[src/rtl/vsc_pkg.sv]
package vsc_pkg;
   typedef enum logic [1:0] {
      CLS_PLAIN = 2'd0,
      CLS_LOW   = 2'd1,
      CLS_HIGH  = 2'd2
   } sync_cls_e;
endpackage

[src/rtl/vsc_in_reg.sv]
module vsc_in_reg #(
   parameter int WORD_W = 10
) (
   input  logic              clk_i,
   input  logic              rst_i,
   input  logic [WORD_W-1:0] word_i,
   input  logic              snap_n_i,
   output logic [WORD_W-1:0] word_q,
   output logic              snap_n_q
);
   always_ff @(posedge clk_i) begin
      if (rst_i) begin
         word_q   <= '0;
         snap_n_q <= 1'b1;
      end else begin
         word_q   <= word_i;
         snap_n_q <= snap_n_i;
      end
   end
endmodule

[src/rtl/vsc_classify.sv]
module vsc_classify
   import vsc_pkg::*;
#(
   parameter int UPPER_W = 8
) (
   input  logic [UPPER_W-1:0] upper_i,
   output sync_cls_e          cls_o
);
   always_comb begin
      if (upper_i == '0)
         cls_o = CLS_LOW;
      else if (upper_i == '1)
         cls_o = CLS_HIGH;
      else
         cls_o = CLS_PLAIN;
   end
endmodule

[src/rtl/vsc_snap.sv]
module vsc_snap
   import vsc_pkg::*;
#(
   parameter int WORD_W = 10,
   parameter int SNAP_W = 2
) (
   input  logic [WORD_W-1:0] word_i,
   input  logic              snap_n_i,
   input  sync_cls_e         cls_i,
   output logic [WORD_W-1:0] word_o
);
   localparam int UPPER_W = WORD_W - SNAP_W;

   logic force_lo;
   logic force_hi;

   assign force_lo = !snap_n_i && (cls_i == CLS_LOW);
   assign force_hi = !snap_n_i && (cls_i == CLS_HIGH);

   assign word_o[WORD_W-1:SNAP_W] = word_i[WORD_W-1:SNAP_W];

   for (genvar b = 0; b < SNAP_W; b++) begin : g_low
      assign word_o[b] = force_hi ? 1'b1 : (force_lo ? 1'b0 : word_i[b]);
   end

   if (UPPER_W < 1) begin : g_bad
      $error("vsc_snap: SNAP_W must leave at least one upper bit");
   end
endmodule

[src/rtl/vsc_flag.sv]
module vsc_flag
   import vsc_pkg::*;
(
   input  logic      clk_i,
   input  logic      rst_i,
   input  logic      vid_mode_i,
   input  sync_cls_e cls_i,
   output logic      sync_n_o
);
   always_ff @(posedge clk_i) begin
      if (rst_i)
         sync_n_o <= 1'b1;
      else
         sync_n_o <= !(vid_mode_i && (cls_i != CLS_PLAIN));
   end
endmodule

[src/rtl/vid_sync_cond.sv]
module vid_sync_cond
   import vsc_pkg::*;
#(
   parameter int WORD_W = 10,
   parameter int SNAP_W = 2
) (
   input  logic              clk_i,
   input  logic              rst_i,
   input  logic [WORD_W-1:0] word_i,
   input  logic              snap_n_i,
   input  logic              vid_mode_i,
   output logic [WORD_W-1:0] word_o,
   output logic              sync_n_o
);
   localparam int UPPER_W = WORD_W - SNAP_W;

   if (SNAP_W < 1 || UPPER_W < 2) begin : g_param_chk
      $error("vid_sync_cond: need SNAP_W >= 1 and WORD_W - SNAP_W >= 2");
   end

   logic [WORD_W-1:0] word_q;
   logic              snap_n_q;
   sync_cls_e         cls_reg;
   sync_cls_e         cls_in;

   vsc_in_reg #(.WORD_W(WORD_W)) u_in_reg (
      .clk_i   (clk_i),
      .rst_i   (rst_i),
      .word_i  (word_i),
      .snap_n_i(snap_n_i),
      .word_q  (word_q),
      .snap_n_q(snap_n_q)
   );

   vsc_classify #(.UPPER_W(UPPER_W)) u_cls_reg (
      .upper_i(word_q[WORD_W-1:SNAP_W]),
      .cls_o  (cls_reg)
   );

   vsc_snap #(.WORD_W(WORD_W), .SNAP_W(SNAP_W)) u_snap (
      .word_i  (word_q),
      .snap_n_i(snap_n_q),
      .cls_i   (cls_reg),
      .word_o  (word_o)
   );

   vsc_classify #(.UPPER_W(UPPER_W)) u_cls_in (
      .upper_i(word_i[WORD_W-1:SNAP_W]),
      .cls_o  (cls_in)
   );

   vsc_flag u_flag (
      .clk_i     (clk_i),
      .rst_i     (rst_i),
      .vid_mode_i(vid_mode_i),
      .cls_i     (cls_in),
      .sync_n_o  (sync_n_o)
   );

   // Assertions relate input ports at one edge to output ports after it
   logic in_lo, in_hi;
   assign in_lo = (word_i[WORD_W-1:SNAP_W] == '0);
   assign in_hi = (word_i[WORD_W-1:SNAP_W] == '1);


   p_snap_low_r2: assert property (@(posedge clk_i) disable iff (rst_i)
      (!snap_n_i && in_lo) |=> (word_o == '0));

   p_snap_high_r3: assert property (@(posedge clk_i) disable iff (rst_i)
      (!snap_n_i && in_hi) |=> (word_o == '1));

   p_pass_off_r4: assert property (@(posedge clk_i) disable iff (rst_i)
      snap_n_i |=> (word_o == $past(word_i)));

   p_pass_plain_r5: assert property (@(posedge clk_i) disable iff (rst_i)
      (!in_lo && !in_hi) |=> (word_o == $past(word_i)));

   p_flag_set_r6: assert property (@(posedge clk_i) disable iff (rst_i)
      (vid_mode_i && (in_lo || in_hi)) |=> !sync_n_o);

   p_flag_clr_r7: assert property (@(posedge clk_i) disable iff (rst_i)
      (!vid_mode_i || (!in_lo && !in_hi)) |=> sync_n_o);
endmodule

[config.mk]
export PLATFORM = sky130hd
export DESIGN_NAME = vid_sync_cond
export DESIGN_NICKNAME = d
export VERILOG_FILES = /design/src/rtl/vsc_pkg.sv /design/src/rtl/vsc_in_reg.sv /design/src/rtl/vsc_classify.sv /design/src/rtl/vsc_snap.sv /design/src/rtl/vsc_flag.sv /design/src/rtl/vid_sync_cond.sv
export SDC_FILE = /design/constraint.sdc
export NUM_CORES = 1
export LEC_CHECK = 0
export BUFFER_PORTS_ARGS = -buffer_cell sky130_fd_sc_hd__buf_2
export CORE_MARGIN = 4
export CORE_UTILIZATION = 37
export CTS_CLUSTER_SIZE = 16
export DETAILED_ROUTE_END_ITERATION = 8
export PLACE_DENSITY = 0.7
export SYNTH_ARGS = -nofsm -noshare
export SYNTH_HDL_FRONTEND = slang
export SYNTH_SLANG_ARGS = --single-unit
[constraint.sdc]
create_clock -name clk_i -period 1.19 [get_ports clk_i]
set_clock_uncertainty 0.1 [all_clocks]
set_input_delay 0.238 -clock clk_i [delete_from_list [all_inputs] [get_ports clk_i]]
set_output_delay 0.238 -clock clk_i [all_outputs]
set_load 0.01 [all_outputs]
# Yosys cells after proc, flatten, opt, wreduce, memory -nomap -nowiden
# Index checks and enable logic that the tools add are counted.
# word_totals
elab_cells	23
mem_bits_ro	0
out_inout_bits	11
mem_count	0
latchBits	0
regBits	12
mem_bits_rw	0
inputBits	14
# op_classes
n_bitwise	0
div	0
shift	0
muxes	8
n_reduce_logical	8
n_eq_ne	4
addsub	0
magnitude_cmp	0
n_mul	0
# ops
op	n
$eq A8 B8 Y1 const B	2
$logic_not A8 Y1	2
$mux W2	4
$mux W1	4
$logic_and A1 B1 Y1	3
$eq A2 B1 Y1 const B	1
$eq A2 B2 Y1 const B	1
$logic_not A1 Y1	2
$reduce_bool A2 Y1	1

# Depth between registers and ports, before layout
# depth
ltp_word	7
depth_mapped	3
depth_no_buf	3

# Modules after synthesis
# From an unflattened synthesis, not the netlist that was laid out.
# unflattened
hier_cells	53
hier_area_um2	508.0
# by_module_without_submodules
module	seq_area_each_um2	cells_per_inst	area_per_inst_um2	n_inst
vsc_in_reg	220.2	23	300.3	1
vsc_snap	0.0	15	101.3	1
vsc_classify	0.0	6	35.0	2
vsc_flag	20.0	3	36.3	1

# Least setup slack after synthesis
# OpenSTA, ideal clock, no wires.
# synth_path
path_type	reg-to-output
start	reg u_in_reg.word_q[2]
end	out word_o[1]
path_slack_ps	-54
path_stages_with_launch	4
t_arrival_ps	906
cell_sequence	dfxtp_1 > nor4_1 > nand2_1 > a22o_1
# synth_between
elab_chain_len	7
elab_cells_between_ends	10
# synth_rtl
item	line_no	text
from (decl)	vsc_in_reg.sv:8	output logic [WORD_W-1:0] word_q,
from (signal assigned)	vsc_in_reg.sv:16	word_q <= word_i;
$eq A8 B8 Y1	vsc_classify.sv:12	else if (upper_i == '1)
$mux W2	vsc_classify.sv:12	
$mux W2 *	vsc_classify.sv:10	if (upper_i == '0)
$eq A2 B1 Y1	vsc_snap.sv:17	assign force_lo = !snap_n_i && (cls_i == CLS_LOW);
$logic_and A1 B1 Y1	vsc_snap.sv:17	
$mux W1	vsc_snap.sv:23	assign word_o[b] = force_hi ? 1'b1 : (force_lo ? 1'b0 : word_i[b]);
$mux W1 *	vsc_snap.sv:23	
to (decl)	vid_sync_cond.sv:12	output logic [WORD_W-1:0] word_o,
# Every way passes the cells marked *; elsewhere a longest branch is shown, timed or not.

# Final worst setup path
# layout_path
start	reg u_in_reg.word_q[8]
end	out word_o[1]
# Same word-level chain as after synthesis.

==> results.yml <==
status:
  status: "finished, violations left"
  failed_checks: "negative setup slack"
sta:
  max_freq_mhz: 609
  whs_ns: 0.0443
  drv_slew: 0
  final.setup.tns_ns: -0.895
  worst_pin_slew_ns: 0.212
  setup_ws_ns: -0.453
  hold_viol_final: 0
  rsz0062_at_grt: "true"
  setup_viol: 2
  fin_crit_sh_pct: 138
  relSlewSlack_pct: 85.8
  period_minus_slack_ns: 1.64
synthesis:
  syn_inst: 49
  synthFlopType: "dfxtp_1"
  synth_area_leaders: "dfxtp_1 (50%), nor2b_1 (14%), buf_4 (12%)"
  netlist_area_sq_um: 483
  yosysTopAreaCell: "dfxtp_1"
  syn_nets: 63
  yosys_register_bits: 12
  synth_edf_count: 0
  yosys.cell_count.top_type: "dfxtp_1"
  synth_top_area_share_pct: 49.7
  synth_common_cells: "dfxtp_1 (12), nor2b_1 (11), buf_4 (8)"
  synth.avg_cell_area_sq_um: 9.86
  synth_cell_type_count: 14
  synth_seq_area_share_pct: 49.7
  yosysWarnings: 0
  async_reset_ff_share_pct: 0
drt:
  dr.pass1.iters: 2
  drt_iter0_markers: 3
  antenna_left: 0
  wl_per_cell_microns: 10.0
  drcViolationCount: 0
  wirelength_microns: 892
  vias: 424
  via_per_inst: 4.76
critical_path:
  cp_cell_sequence: "nor4_2 > nand2_1 > a22o_1 > buf_2"
  crit_path_end_kind: "output port"
  crit_type: "register to output port"
  critPathTopFamily: "simple AND/OR/NAND/NOR gates"
  crit_slowest_cell: "dfxtp_2"
  critical_path.max_stage_delay_ns: 0.33
  cp_max_fo: 2
  critPathArrivalTime_ns: 1.30
  critPathLaunch: "u_in_reg.word_q[8]"
  worst-path-buf-inv: 1
  critPathRequiredTime_ns: 0.85
  cp-endpoint: "word_o[1]"
  critical_path_depth: 4
  startpoint_type: "register"
grt:
  gr-total-overflow: 0
  grt_pass1_wl_microns: 1370
  grt_max_degree: 13
  antenna_found_initial: 0
  grt_usage_pct: 9.92
  grt_pass1_vias: 360
cells_and_area:
  seqCellArea_sq_um: 245
  fill_cells: 110
  drive_above_1_share_pct: 54.7
  fin_cells: 89
  n_antenna_cell: 0
  multi_input_area_sq_um: 191
  area_growth_pct: 40.7
  final_nets: 90
  fin_area_sq_um: 679
  fin_util_pct: 58.0
placement:
  place_area_sq_um: 609
  io_buffers: 24
  pre_cts_slack_ns: -0.216
  gp_congestion: 0.659
  place_inst: 85
power_and_ir_drop:
  power_mw: 0.858
  max-vdd-ir-drop_uv: 652
  leakagePower_nw: 0.307
  p_per_area_nw_per_um2: 1260
die:
  std_cell_rows: 12
  coreArea_sq_um: 1170
  io_pins: 25
  die_x_microns: 44.1
  dieHeight_microns: 44.1
  start_util_pct: 41.2
  dieArea_sq_um: 1950
clocking:
  cts_made_buffers: 3
  htree_levels: 1
  cts_sinks: 12
  clockBufferDepth: 2
  cts.clk_slew.worst_paths_ns: 0.07
  cts_tree: "built"
  ctsRootBufferMaster: "clkbuf_4"
  cts_setup_buffers: 0
flow_run:
  max_cap_viol_count: 0
hold_path:
  min_path_type: "input port to register"
==> worst min-delay path by stage <==
stage               startpoint  slack, ns                  to  cells after the start
floorplan                rst_i       0.21  u_in_reg.word_q[3]                      1
global placement      snap_n_i       0.32   u_in_reg.snap_n_q                      2
detailed placement    snap_n_i       0.32   u_in_reg.snap_n_q                      2
CTS                   snap_n_i       0.04   u_in_reg.snap_n_q                      2
global route          snap_n_i       0.04   u_in_reg.snap_n_q                      2
finish                snap_n_i       0.04   u_in_reg.snap_n_q                      2
==> power breakdown <==
group / total, mW / internal (mW) / switching, mW
clock: 0.309 / 0.186 / 0.123
combinational: 0.113 / 0.0681 / 0.0444
sequential: 0.437 / 0.423 / 0.0142
==> cells by family (layout without fill, tap and decap cells) <==
family	after synthesis	after routing	share of synthesized area [%]
AOI/OAI and AO/OA	5	5	7.77
buffers and inverters	9	35	13.2
DFF	12	12	49.7
and+or+nand+nor	23	23	29.3
==> state kept, by name (all words and copies together), names as in the netlist <==
name	cells
u_in_reg.word_q	10
u_flag.sync_n_o	1
u_in_reg.snap_n_q	1
==> layout by cell type (no fill, tap or decap) <==
master    instances
nand4b_1          1
nor4_2            2
nor2b_1          11
dfxtp_1           8
dfxtp_2           4
clkbuf_8          1
nor2_1            2
nand4_1           3
buf_2            22
or2_1             1
o21ai_1           1
a22o_1            2
buf_6             3
or4_1             2
nand2_1           1
o21bai_1          2
clkbuf_4          3
buf_4             6
==> what timing repair did <==
action,4_1_cts,5_1_grt
gates resized for setup,4,5
endpoints found under the setup margin,2,5
hold endpoints to repair,0,0
hold buffers,0,0
pin swaps,1,4
==> final cells by class <==
cell class	instances	area share, %
timing repair buffer	31	27.8
tap	14	2.58
clock buffer	4	5.34
multi-input combinational	28	28.2
sequential	12	36.1
==> metal layers <==
layer  track usage, %  routed length (microns)  up-vias
met5                0                        0        -
met4             7.23                       19        0
met3             3.66                       89        2
met2             16.0                      456       18
met1             10.5                      327      189
li1                 -                        -      215
Note: power is estimated with default switching activity, not from simulation.
